`config.mk`:
```
export PLATFORM = sky130hd
export DESIGN_NAME = fetch_ctrl
export DESIGN_NICKNAME = d
export VERILOG_FILES = /design/src/rtl/fc_pkg.sv /design/src/rtl/fc_run_fsm.sv /design/src/rtl/fc_hazard.sv /design/src/rtl/fc_branch.sv /design/src/rtl/fetch_ctrl.sv
export SDC_FILE = /design/constraint.sdc
export NUM_CORES = 1
export LEC_CHECK = 0
export ABC_AREA = 1
export ABC_CLOCK_PERIOD_IN_PS = 3800
export BUFFER_PORTS_ARGS = -buffer_cell sky130_fd_sc_hd__buf_2
export CORE_ASPECT_RATIO = 1.5
export CORE_MARGIN = 2
export CORE_UTILIZATION = 30
export CTS_BUF_LIST = sky130_fd_sc_hd__clkbuf_16
export CTS_CLUSTER_SIZE = 8
export DETAILED_ROUTE_END_ITERATION = 6
export HOLD_SLACK_MARGIN = 0.15
export PLACE_DENSITY = 0.6
export SYNTH_ARGS = -nofsm -noshare
export SYNTH_HDL_FRONTEND = slang
export SYNTH_HIERARCHICAL = 1
export SYNTH_SLANG_ARGS = --single-unit
```
`constraint.sdc`:
```
create_clock -name clk -period 3.8 [get_ports clk]
set_clock_uncertainty 0.1 [all_clocks]
set_input_delay 0 -clock clk [delete_from_list [all_inputs] [get_ports clk]]
set_output_delay 0 -clock clk [all_outputs]
set_load 0.05 [all_outputs]
```
`src/rtl/fc_pkg.sv`:
```
package fc_pkg;

    typedef enum logic [4:0] {
        OP_NOP  = 5'b00000, OP_HALT = 5'b00001, OP_LOAD = 5'b00010, OP_STORE = 5'b00011,
        OP_SLL  = 5'b00100, OP_SLA  = 5'b00101, OP_SRL  = 5'b00110, OP_SRA   = 5'b00111,
        OP_ADD  = 5'b01000, OP_SUB  = 5'b01011, OP_CMP  = 5'b01100, OP_AND   = 5'b01101,
        OP_XOR  = 5'b01110, OP_OR   = 5'b01111, OP_ADDC = 5'b10001, OP_SUBC  = 5'b10111,
        OP_JMP  = 5'b11000, OP_JMPI = 5'b11001, OP_BRZ  = 5'b11010, OP_BRNZ  = 5'b11011,
        OP_BRN  = 5'b11100, OP_BRNN = 5'b11101, OP_BRC  = 5'b11110, OP_BRNC  = 5'b11111
    } opcode_e;

    typedef struct packed {
        logic [4:0] op;
        logic [2:0] rd;
        logic       pad_a;
        logic [2:0] rs;
        logic       pad_b;
        logic [2:0] rt;
    } instr_t;

    localparam int INSTR_W = $bits(instr_t);
    localparam logic [INSTR_W-1:0] BUBBLE = '0;

    function automatic logic is_ctrl(input instr_t i);
        return i.op[4:3] == 2'b11;
    endfunction

    function automatic logic uses_two_src(input instr_t i);
        case (i.op)
            OP_ADD, OP_ADDC, OP_SUB, OP_SUBC, OP_CMP, OP_AND, OP_OR, OP_XOR: return 1'b1;
            default: return 1'b0;
        endcase
    endfunction

    function automatic logic uses_first_src(input instr_t i);
        case (i.op)
            OP_SLL, OP_SRL, OP_SLA, OP_SRA, OP_STORE: return 1'b1;
            default: return 1'b0;
        endcase
    endfunction

    function automatic logic load_hits(input instr_t ld, input logic [2:0] r);
        return (ld.op == OP_LOAD) && (ld.rd == r);
    endfunction

endpackage

```
`src/rtl/fc_run_fsm.sv`:
```
module fc_run_fsm
    import fc_pkg::*;
(
    input  logic clk,
    input  logic rst,
    input  logic enable,
    input  logic start,
    input  logic [4:0] wb_op,
    output logic running
);
    typedef enum logic {ST_IDLE, ST_RUN} run_e;
    run_e st_q, st_d;

    always_comb begin
        st_d = st_q;
        case (st_q)
            ST_IDLE: if (enable && start) st_d = ST_RUN;
            ST_RUN:  if (!enable || wb_op == OP_HALT) st_d = ST_IDLE;
            default: st_d = ST_IDLE;
        endcase
    end

    always_ff @(posedge clk) begin
        if (rst) st_q <= ST_IDLE;
        else     st_q <= st_d;
    end

    assign running = (st_q == ST_RUN);

    // running drops once enable is removed
    a_r3_stop_on_disable: assert property (@(posedge clk) disable iff (rst)
        (running && !enable) |=> !running);
    // idle only leaves on enable together with start
    a_r2_start_needs_both: assert property (@(posedge clk) disable iff (rst)
        (!running && !(enable && start)) |=> !running);
endmodule

```
`src/rtl/fc_hazard.sv`:
```
module fc_hazard
    import fc_pkg::*;
(
    input  instr_t fetched,
    input  instr_t dec,
    input  instr_t exe,
    output logic   stall
);
    localparam int N_STG = 2;
    instr_t stg [N_STG];
    logic [N_STG-1:0] hit_two, hit_one, ctrl_busy;

    assign stg[0] = dec;
    assign stg[1] = exe;

    for (genvar g = 0; g < N_STG; g++) begin : g_stage
        assign hit_one[g]   = load_hits(stg[g], fetched.rs);
        assign hit_two[g]   = load_hits(stg[g], fetched.rs) || load_hits(stg[g], fetched.rt);
        assign ctrl_busy[g] = is_ctrl(stg[g]);
    end

    logic lu_stall;
    assign lu_stall = (uses_two_src(fetched) && |hit_two)
                   || (uses_first_src(fetched) && |hit_one);
    assign stall = lu_stall || |ctrl_busy;
endmodule

```
`src/rtl/fc_branch.sv`:
```
module fc_branch
    import fc_pkg::*;
(
    input  instr_t mem,
    input  logic   flag_z,
    input  logic   flag_n,
    input  logic   flag_c,
    output logic   taken
);
    logic cond;
    always_comb begin
        case (mem.op[2:1])
            2'b00:   cond = 1'b1;
            2'b01:   cond = flag_z;
            2'b10:   cond = flag_n;
            default: cond = flag_c;
        endcase
        if (mem.op[2:1] != 2'b00 && mem.op[0]) cond = !cond;
    end
    assign taken = is_ctrl(mem) && cond;
endmodule

```
`src/rtl/fetch_ctrl.sv`:
```
module fetch_ctrl
    import fc_pkg::*;
#(
    parameter int PC_W  = 8,
    parameter int TGT_W = 16
) (
    input  logic              clk,
    input  logic              rst,
    input  logic              enable,
    input  logic              start,
    input  logic [15:0]       fetch_word,
    input  logic [15:0]       exe_ir,
    input  logic [15:0]       mem_ir,
    input  logic [15:0]       wb_ir,
    input  logic              flag_z,
    input  logic              flag_n,
    input  logic              flag_c,
    input  logic [TGT_W-1:0]  br_target,
    output logic [PC_W-1:0]   pc,
    output logic [15:0]       dec_ir
);
    localparam logic [PC_W-1:0] PC_ONE = PC_W'(1);

    logic running, stall, taken;
    logic [PC_W-1:0] pc_q;
    instr_t dec_q;

    fc_run_fsm u_run (
        .clk(clk), .rst(rst), .enable(enable), .start(start),
        .wb_op(wb_ir[15:11]), .running(running)
    );

    fc_hazard u_haz (
        .fetched(instr_t'(fetch_word)), .dec(dec_q), .exe(instr_t'(exe_ir)),
        .stall(stall)
    );

    fc_branch u_br (
        .mem(instr_t'(mem_ir)), .flag_z(flag_z), .flag_n(flag_n), .flag_c(flag_c),
        .taken(taken)
    );

    always_ff @(posedge clk) begin
        if (rst) begin
            pc_q  <= '0;
            dec_q <= BUBBLE;
        end else if (running) begin
            if (stall) begin
                dec_q <= BUBBLE;
            end else if (taken) begin
                pc_q  <= br_target[PC_W-1:0];
                dec_q <= BUBBLE;
            end else begin
                pc_q  <= pc_q + PC_ONE;
                dec_q <= instr_t'(fetch_word);
            end
        end
    end

    assign pc     = pc_q;
    assign dec_ir = dec_q;

    // nothing moves while idle
    a_r2_idle_hold: assert property (@(posedge clk) disable iff (rst)
        !running |=> ($stable(pc) && $stable(dec_ir)));
    // stall holds the counter and injects a bubble
    a_r7_stall_bubble: assert property (@(posedge clk) disable iff (rst)
        (running && stall) |=> (pc == $past(pc) && dec_ir == 16'h0000));
    // taken branch loads the target
    a_r9_redirect: assert property (@(posedge clk) disable iff (rst)
        (running && !stall && taken) |=> (pc == $past(br_target[PC_W-1:0]) && dec_ir == 16'h0000));
    // straight-line advance
    a_r10_advance: assert property (@(posedge clk) disable iff (rst)
        (running && !stall && !taken) |=> (pc == $past(pc) + PC_ONE && dec_ir == $past(fetch_word)));
    // control word in decode always freezes fetch
    a_r6_ctrl_freeze: assert property (@(posedge clk) disable iff (rst)
        (running && dec_ir[15:14] == 2'b11) |=> (pc == $past(pc)));
endmodule

```
**Word-level counts from Yosys, hierarchy flattened**

Memories as Yosys holds them, arrays and structs flattened.
Cells that the tools add are included.

- Memories: 1
- Register bits: 25
- Bits in read-only memories: 32
- Input bits: 87
- Logic and storage cells: 61
- Output and inout bits: 24

Memories:

| name | depth | bits a word | read ports | clocked after Yosys merged registers in | wr ports | line | text |
|---|---|---|---|---|---|---|---|
| (name not given) | 32 | 1 | 1 | 0 | 0 | fc_pkg.sv:29 | `case (i.op)` |

- Eq/ne operators: 17
- Add/sub/neg operators: 1
- Reduce and logical (&&, ||, !) cells: 23
- Bitwise logic cells: 2
- Mux-type cells: 9

Operators by type and width:

| cell | count |
|---|---|
| 16-bit 2-to-1 mux | 2 |
| 5-bit by 3-bit equality test with 1-bit output (second input constant) | 4 |
| 5-bit by 2-bit equality test with 1-bit output (second input constant) | 3 |
| 3-bit equality test | 4 |
| 1-bit logical AND | 9 |
| 8-bit by 1-bit adder with 8-bit output (second input constant) | 1 |
| 2-bit equality test (second input constant) | 4 |
| 8-bit 2-to-1 mux | 1 |
| 2-bit OR reduction | 3 |
| 5-bit by 1-bit equality test with 1-bit output (second input constant) | 1 |
| 1-bit logical OR | 5 |
| 5-bit OR reduction | 1 |
| 1-bit 2-to-1 mux | 4 |
| 1-bit one-hot mux with 3 select lines | 1 |
| 2-bit by 1-bit equality test with 1-bit output (second input constant) | 1 |
| 1-bit logical NOT | 2 |
| 2-bit logical NOT | 1 |
| 1-bit NOT | 2 |
| 1-bit one-hot mux with 2 select lines | 1 |
| 2-bit AND reduction | 1 |
| 2-bit nonzero test | 1 |

**Depth between registers and ports, before layout**

Gate-level depths: netlist (run 1).

- Depth after elaboration: 9
- Gate-level depth with buffers: 16
- Gate-level depth less buffers: 16

**Modules after synthesis**

Netlist (run 1), hierarchy kept.

Modules (own cells, without submodules):

| module | seq. area each (um2) | area an instance (um2) | instances | cells an instance |
|---|---|---|---|---|
| fetch_ctrl | 480.5 | 1103.6 | 1 | 149 |
| fc_hazard | 0.0 | 508.0 | 1 | 111 |
| fc_run_fsm | 20.0 | 67.6 | 1 | 12 |
| fc_branch | 0.0 | 66.3 | 1 | 16 |

**Worst setup path before layout (run 1)**

OpenSTA, ideal clock, no wires.

- Path kind: register to register
- From: register dec_q, in the netlist dec_ir[9]
- To: register pc_q[2], in the netlist pc[2]
- Library setup time: 0.086 ns
- Required time: 3.614 ns
- Clock period less this slack: 1.990 ns
- Data arrival time: 1.804 ns
- Path buffers: 1
- Slack: 1.810 ns
- Stages on the path, launching flop included: 16
- Cells stage by stage: dfxtp_1 inv_1 nand2_1 nand2_1 inv_1 nor2_1 nand2_1 nand2_1 a21oi_1 nand2_1 inv_1 nand2_4 buf_6 nor2_1 nor2_1 a211oi_1

- Longest elaborated chain between the ends: 9
- Elaborated cells on any way between the ends: 13
- Those cells by class: eq/ne: 2; bitwise: 1; reduce/logical: 10

Ends and longest elaborated chain:

| item | line | text |
|---|---|---|
| from (decl) | fetch_ctrl.sv:26 | `instr_t dec_q;` |
| from (signal assigned) | fetch_ctrl.sv:55 | `dec_q <= instr_t'(fetch_word);` |
| 3-bit equality test | fc_pkg.sv:43 | `return (ld.op == OP_LOAD) && (ld.rd == r);` |
| 1-bit logical AND | fc_pkg.sv:43 |  |
| 1-bit logical OR | fc_hazard.sv:18 | `assign hit_two[g] = load_hits(stg[g], fetched.rs) \|\| load_hits(stg[g], fetched.rt);` |
| 2-bit OR reduction | fc_hazard.sv:23 | `assign lu_stall = (uses_two_src(fetched) && \|hit_two)` |
| 1-bit logical AND | fc_hazard.sv:23 |  |
| 1-bit logical OR (*) | fc_hazard.sv:24 | `\|\| (uses_first_src(fetched) && \|hit_one);` |
| 1-bit logical OR (*) | fc_hazard.sv:25 | `assign stall = lu_stall \|\| \|ctrl_busy;` |
| via stall | fetch_ctrl.sv:24 | `logic running, stall, taken;` |
| 1-bit NOT (no source line) (*) | -- |  |
| 2-bit AND reduction (no source line) (*) | -- |  |
| to (signal assigned) | fetch_ctrl.sv:51 | `pc_q <= br_target[PC_W-1:0];` |
| to (signal assigned) | fetch_ctrl.sv:54 | `pc_q <= pc_q + PC_ONE;` |
| to (decl) | fetch_ctrl.sv:25 | `logic [PC_W-1:0] pc_q;` |

Mark *: on every way through the listed nets, which the timed path passes. The rest lies on a longest branch.
A chain may end at the register's enable or synchronous reset.

**Worst setup path after layout (run 1)**

- From: input port fetch_word[11]
- To: register dec_q, in the netlist dec_ir[6]

- Longest elaborated chain between the ends: 7
- Elaborated cells on any way between the ends: 13
- Those cells by class: eq/ne: 5; mux: 2; reduce/logical: 5; memory: 1

Ends and longest elaborated chain:

| item | line | text |
|---|---|---|
| from (decl) | fetch_ctrl.sv:11 | `input logic [15:0] fetch_word,` |
| parallel branches: the longest is 4 deep, another holds memory 32 x 1 bit | -- |  |
| 1-bit logical OR (*) | fc_hazard.sv:24 |  |
| 1-bit logical OR (*) | fc_hazard.sv:25 |  |
| via stall | fetch_ctrl.sv:24 |  |
| 16-bit 2-to-1 mux (*) | fetch_ctrl.sv:48 | `if (stall) begin` |

Mark *: on every way through the listed nets, which the timed path passes.

==> out/metrics.cfg, run 1 <==
[run_status]
outcome=finished clean

[detailed_routing]
dr.pass1.iters=5
vias_per_cell=4.401
drc=0
ant_nets=0
drt_wl_total_um=4820
drt_iter0_drc=53
detailroute.via_count=2095
routedWlPerCell_um=10.13

[grt]
grt_max_degree=23
overflow=0
grt_pass1_vias=1964
antenna_found_initial=0
grt_pass1_wl_um=7990
grt_usage_pct=15.30

[place]
io_buffer_count=72
place_area_um2=2146
pre_cts_ws_ps=1733
gp_congestion=0.7443
dp_hpwl_um=3477

[yosys]
syn_nets=380
synth_area_per_cell_um2=6.061
yosysTopAreaCell=dfxtp_1
yosysMostFrequentCell=nand2_1
synthFlopType=dfxtp_1
synth.top_cell.area_share_pct=28.67
synth-seq-area-share_pct=28.67
synth_common_cells=100 x nand2_1, 42 x inv_1, 33 x nor2_1, 29 x a21oi_1, 25 x dfxtp_1
synth_area_leaders=dfxtp_1 29%, nand2_1 22%, inv_1 9.0%, a21oi_1 8.3%, nor2_1 7.1%
synth-seq-cells=25
synth_cell_types=28
ys_warn_count=6
synth_enable_flop_cells=0
netlist_instances=288
netlist_area_um2=1745
async_reset_ff_share_pct=0

[pwr]
max-vdd-ir-drop_uv=145.6
power_density_nw_per_um2=255.0
leakagePower_nw=1.395
p_total_w=0.0006850

[clock_tree]
root_buffer=clkbuf_16
cts_tree=done
cts_resized=0
clk_pin_slew_ps=70
clk_path_buf_depth=2
cts_made_buffers=3
clk-insertion-delay-late_ps=260
cts-htree-levels=1
cts_sinks=25
cts_hold_repair.buffers=46
cts_setup_buffers=0

[sta]
layout_setup_ws_ps=1111
rsz0062_at_grt=no
fin_tns_setup_ps=0
drv_slew=0
slew_headroom_pct=67.41
period_share_pct=70.76
max_freq_mhz=371.9
worst_slew_pin_slew_ps=488.3
post-route-min-period_ps=2689
finalHoldViolCount=0
setup_viol=0

[floorplanning]
die_w_um=66.28
start_util_pct=30.62
die_area_um2=6457
die_h_um=97.42
fp.coreArea_um2=5700
rows=34
io_pins=111

[critical_path]
critical_path_class=in -> reg
path_buf_inv=6
cp_max_fo=17
slowest_delay_ps=560
worstSetupStartpointType=primary input
critPathCaptureType=flop
worstPathArrival_ps=2790
path_cells=dlygate4sd3_1, buf_2, inv_1, ha_1, inv_1, o21ai_0, o21ai_0, nand2_1, nand2_1, inv_1, nand2_4, nor2_8, nand2_1, a21oi_1, dlygate4sd3_1
crit_required_ps=3900
cpMaxStageDelayCell=dlygate4sd3_1
path_delay_family=buffers and inverters

[layout]
drive_gt1_share_pct=22.28
syn2layout_area_growth_pct=53.91
nFillCells=600
stdcell_area_um2=2686
n_antenna_cell=0
nets=497

[min_path]
hp-class=in -> reg

[job]
cap_violations=0

## power by group
part	switching, W	total, W	internal (W)
registers	0.00000805	0.000278	0.000270
logic	0.0000981	0.000174	0.0000755
clock network	0.0000917	0.000233	0.000142
## through the flow
stage,std cells,hold slack (ps),util [%]
global placement,426,152.5,37.64
finish,476,157.0,47.12
CTS,476,164.5,47.12
detailed placement,426,157.5,37.64
global route,476,183.8,47.12
floorplan,288,42.74,-
## flip-flops by register name, summed over array words and instances (netlist names)
signal	flops
dec_ir	16
u_run/running	1
pc	8
## cells in the final DEF, fill, tap and decap left out, types with 5 or more instances in the layout
| cell | synthesis | routed |
|---|---|---|
| nor2_1 | 33 | 33 |
| nand2_1 | 100 | 100 |
| nand3_1 | 16 | 16 |
| dfxtp_1 | 25 | 25 |
| ha_1 | 5 | 5 |
| buf_2 | 1 | 72 |
| dlygate4sd3_1 | 0 | 46 |
| o21ai_0 | 7 | 7 |
| inv_1 | 42 | 42 |
| a21oi_1 | 29 | 29 |
## final timing paths
path	from	end	slack, ps	cells past startpoint
max	fetch_word[11]	dec_ir[6]	1110	15
max reg2reg	dec_ir[8]	dec_ir[6]	1270	12
min reg2reg	pc[5]	pc[5]	430	2
min	rst	pc[3]	160	2
## cell families (layout without fill, tap and decap cells)
kind of cell	count (synthesis)	in the layout	synth area share, %
AO/OA/AOI/OAI	42	42	13.76
XOR/XNOR	6	6	3.011
adder cells (fa/ha/maj)	5	5	3.584
buffers and inverters	51	167	12.90
flip-flops	25	25	28.67
AND/OR/NAND/NOR	159	159	38.06
## layout make-up
| type | instances | area (um2) | share of cell area, % |
|---|---|---|---|
| clock buffer | 3 | 75.07 | 2.795 |
| clock inverter | 1 | 5.005 | 0.1863 |
| inverter | 44 | 167.7 | 6.241 |
| multi-input combinational | 212 | 1020 | 37.96 |
| sequential | 25 | 500.5 | 18.63 |
| tap | 72 | 90.09 | 3.354 |
| timing repair buffer | 119 | 828.3 | 30.83 |
## metal layers
| layer | wire (um) | GRT usage [%] | share of wire [%] |
|---|---|---|---|
| met2 | 2606 | 30.38 | 54 |
| met3 | 201 | 1.854 | 4.2 |
| met1 | 1983 | 16.07 | 41 |
| met5 | 0 | 0 | 0 |
| met4 | 28 | 3.768 | 0.58 |
Power figures use the tool's default switching activity.
==> inputs of run 2 (changes only) <==
ABC_AREA = 0   (was 1)
ABC_CLOCK_PERIOD_IN_PS = 2200   (was 3800)
PLACE_DENSITY = 0.65   (was 0.6)
clock period = 2.2 ns   (was 3.8 ns; I/O delays follow)
==> run 2 against run 1 <==
  * The flow now finishes with violations (setup timing)
  * Critical path depth shrank 4
  * Setup slack got worse by 1100 ps
  * Register-to-register slack got worse by 1300 ps
  * Global-route usage increased by 0.79 points
  * Non-clock buffer count fell by 10
  * Sequential share of layout area rose by 2.5 points
  * Largest power group unchanged
==> out/metrics.cfg, run 2 <==
[sta]
slew_headroom_pct=57.76  ; -9.7 points
period_share_pct=101.2
hold_ws_ps=329.0  ; +172.0 ps
layout_setup_ws_ps=-27.44  ; -1139 ps
post-route-min-period_ps=2227
drv_slew=0  ; unchanged
fin_tns_setup_ps=-27.44  ; -27.44 ps
max_freq_mhz=448.9
setup_viol=1  ; +1
finalHoldViolCount=0  ; unchanged
rsz0062_at_grt=yes
worst_slew_pin_slew_ps=632.9  ; +144.6 ps

[yosys]
synth_cell_types=41  ; +46%
yosysTopAreaCell=dfxtp_1
synth-xor-area-share_pct=8.039  ; +5.0 points
syn_nets=277  ; -27%
muxShareOfSynthArea_pct=2.625  ; +2.6 points
synth_compound_area_share_pct=19.61  ; +5.8 points
synth_simple_gate_area_share_pct=29.20  ; -8.9 points
synth_enable_flop_cells=0  ; unchanged
netlist_area_um2=1525  ; -13%
netlist_instances=185  ; -36%
async_reset_ff_share_pct=0  ; unchanged
yosysMostFrequentCell=a21oi_1
synth_top_family_by_area=simple AND/OR/NAND/NOR gates
yosys.area_share.adder_pct=4.102  ; +0.52 points
synth_common_cells=27 x a21oi_1, 25 x dfxtp_1, 25 x nor2_1, 17 x nor2b_1, 12 x xnor2_1
synth-seq-cells=25  ; unchanged
ys_warn_count=6  ; unchanged
synth.top_cell.area_share_pct=32.81  ; +4.1 points
synth_area_per_cell_um2=8.244  ; +36%
synth_area_leaders=dfxtp_1 33%, a21oi_1 8.9%, nor2b_1 7.0%, xnor2_1 6.9%, nor2_1 6.2%
synth-seq-area-share_pct=32.81  ; +4.1 points
synthFlopType=dfxtp_1

[layout]
stdcell_area_um2=2452  ; -8.7%
syn2layout_area_growth_pct=60.79
layout_commonest_cell=buf_2
drive_gt1_share_pct=38.28  ; +16 points
nFillCells=472  ; -21%
nets=383  ; -23%
n_antenna_cell=0  ; unchanged
regArea_um2=518.0  ; +3.5%
multi_input_area_um2=1037  ; +1.7%
layout_common_cells=70 x buf_2, 27 x dlygate4sd3_1, 24 x nor2_1
largest_register_ffs=16  ; unchanged

[critical_path]
regToRegSetupSlack_ps=-10  ; -1280 ps
slowest_delay_ps=500  ; -60 ps
critical_path_class=in -> reg
crit_top_cell=a21oi_2
worstPathArrival_ps=2300  ; -490 ps
path_cells=buf_2, inv_1, ha_1, or3_1, a21oi_2, nor3_1, a21oi_2, o21ai_4, or4b_1, or4_1, o211ai_1
critPathCaptureType=flop
cp_max_fo=4  ; -13
cpMaxStageDelayCell=or4b_1
worstSetupStartpointType=primary input
crit_required_ps=2270  ; -1630 ps

[clock_tree]
clk-insertion-delay-late_ps=250  ; about the same
cts_sinks=25  ; unchanged
root_buffer=clkbuf_16
clk_path_buf_depth=2  ; unchanged
cts-htree-levels=1  ; unchanged
cts_made_buffers=3  ; unchanged
clk_pin_slew_ps=60  ; about the same
cts_tree=done

[pwr]
leakagePower_nw=1.100  ; -21%
p_sw_share_pct=27.83  ; -1.1 points
power_density_nw_per_um2=482.4  ; +89%
power.internal_w=0.0008538  ; +75%
p_clk_share_pct=33.6  ; -0.5 points
p_comb_share_pct=25.7  ; +0.4 points
seq_power_share_pct=40.8  ; +0.2 points
p_switching_w=0.0003292  ; +66%
max-vdd-ir-drop_uv=214.4  ; +47%

[detailed_routing]
dr.pass1.iters=5  ; unchanged
drt_wl_total_um=4436  ; -8.0%
ant_nets=0  ; unchanged
routedWlPerCell_um=12.46  ; +23%
drt_iter0_drc=31  ; -42%
drc=0  ; unchanged
detailroute.via_count=1721  ; -18%
vias_per_cell=4.834  ; +9.8%

[grt]
grt_max_degree=30  ; +30%
antenna_found_initial=0  ; unchanged
grt_pass1_wl_um=7562  ; -5.4%
overflow=0  ; unchanged
grt_usage_pct=16.09  ; +0.79 points
grt_pass1_vias=1763  ; -10%

[floorplanning]
io_pins=111  ; unchanged
start_util_pct=31.46  ; +0.84 points
die_h_um=91.33  ; -6.3%
fp.coreArea_um2=4848  ; -15%
die_area_um2=5682  ; -12%
die_w_um=62.22  ; -6.1%
rows=31  ; -8.8%

[min_path]
hp-class=in -> reg

[run_status]
violations=setup timing
outcome=finished, violations left

[place]
gp_congestion=0.7916  ; +6.4%
dp_hpwl_um=3085  ; -11%
io_buffer_count=72  ; unchanged
place_area_um2=2009  ; -6.4%
pre_cts_ws_ps=-279.7  ; -2012 ps

[job]
cap_violations=0  ; unchanged

-- run 2: changes by cell type in the layout (fill, tap and decap cells not counted), sizes merged, moves of 8 or more --
| cell | delta |
|---|---|
| nor2b | +17 |
| inv | -40 |
| buf | +8 |
| dlygate4sd3 | -19 |
| nand2 | -97 |
| nor2 | -13 |
| xnor2 | +8 |
| nand3 | -10 |
-- run 2: metal layers --
metal | vias to the layer above | global-route usage (%) | part of all wire (%)
met2 | 39 | 31.70 | 56
li1 | 877 | - | -
met1 | 797 | 16.95 | 39
met5 | - | 0 | 0
met4 | 0 | 7.037 | 2.2
met3 | 8 | 1.487 | 3.0
-- run 2: power by group through the flow --
stage          Sequential [W]  Clock [W]  Combinational [W]
2_1_floorplan        0.000538          0           0.000105
3_3_place_gp         0.000491          0           0.000245
3_5_place_dp         0.000491          0           0.000248
4_1_cts              0.000481   0.000418           0.000288
5_1_grt              0.000484   0.000439           0.000330
6_report             0.000482   0.000397           0.000304
-- run 2: layout make-up --
type | count | share of cell area [%]
clock inverters | 1 | 0.2041
repair buffers | 109 | 29.34
multi-input cells | 148 | 42.30
clock buffers | 3 | 3.061
flip-flops and latches | 25 | 21.12
inverters | 4 | 0.6122
well taps | 66 | 3.367
-- run 2: kinds of logic (layout without fill, tap and decap cells) --
kind of cell,after synthesis,in the layout
AO/OA/AOI/OAI,48,48
XOR/XNOR,14,14
adder cells (fa/ha/maj),5,5
buffers and inverters,12,117
flip-flops,25,25
multiplexers,4,4
AND/OR/NAND/NOR,77,77
-- run 2: through the flow --
step	instances	total power, W	util, %
after floorplan	185	0.0006436	-
after global placement	323	0.0007359	41.45
after detailed placement	323	0.0007387	41.45
after CTS	355	0.001187	49.01
after global routing	356	0.001254	50.58
final	356	0.001183	50.58
-- run 2: path summary, 6_finish.rpt --
check                to  depth (start not counted)            from
setup / recovery  pc[7]                         11  fetch_word[11]
hold / removal    pc[4]                          5      mem_ir[13]
setup reg to reg  pc[7]                          8      dec_ir[10]
hold reg to reg   pc[4]                          2           pc[4]
-- run 2: repair_timing --
| action | 4_1_cts | 5_1_grt |
|---|---|---|
| endpoints found under the setup margin | 21 | 24 |
| endpoints found under the hold margin | 25 | 1 |
| pin swaps | 2 | 13 |
| hold buffers | 27 | 1 |
| buffers inserted | 1 | 1 |
| resized for setup | 2 | 16 |
-- run 2: worst max-delay path: cells and delay by family --
family | cells | cell delay (ps)
and+or+nand+nor | 4 | 1430
AOI/OAI and AO/OA | 4 | 510
buffers and inverters | 2 | 170
adders and majority gates | 1 | 180
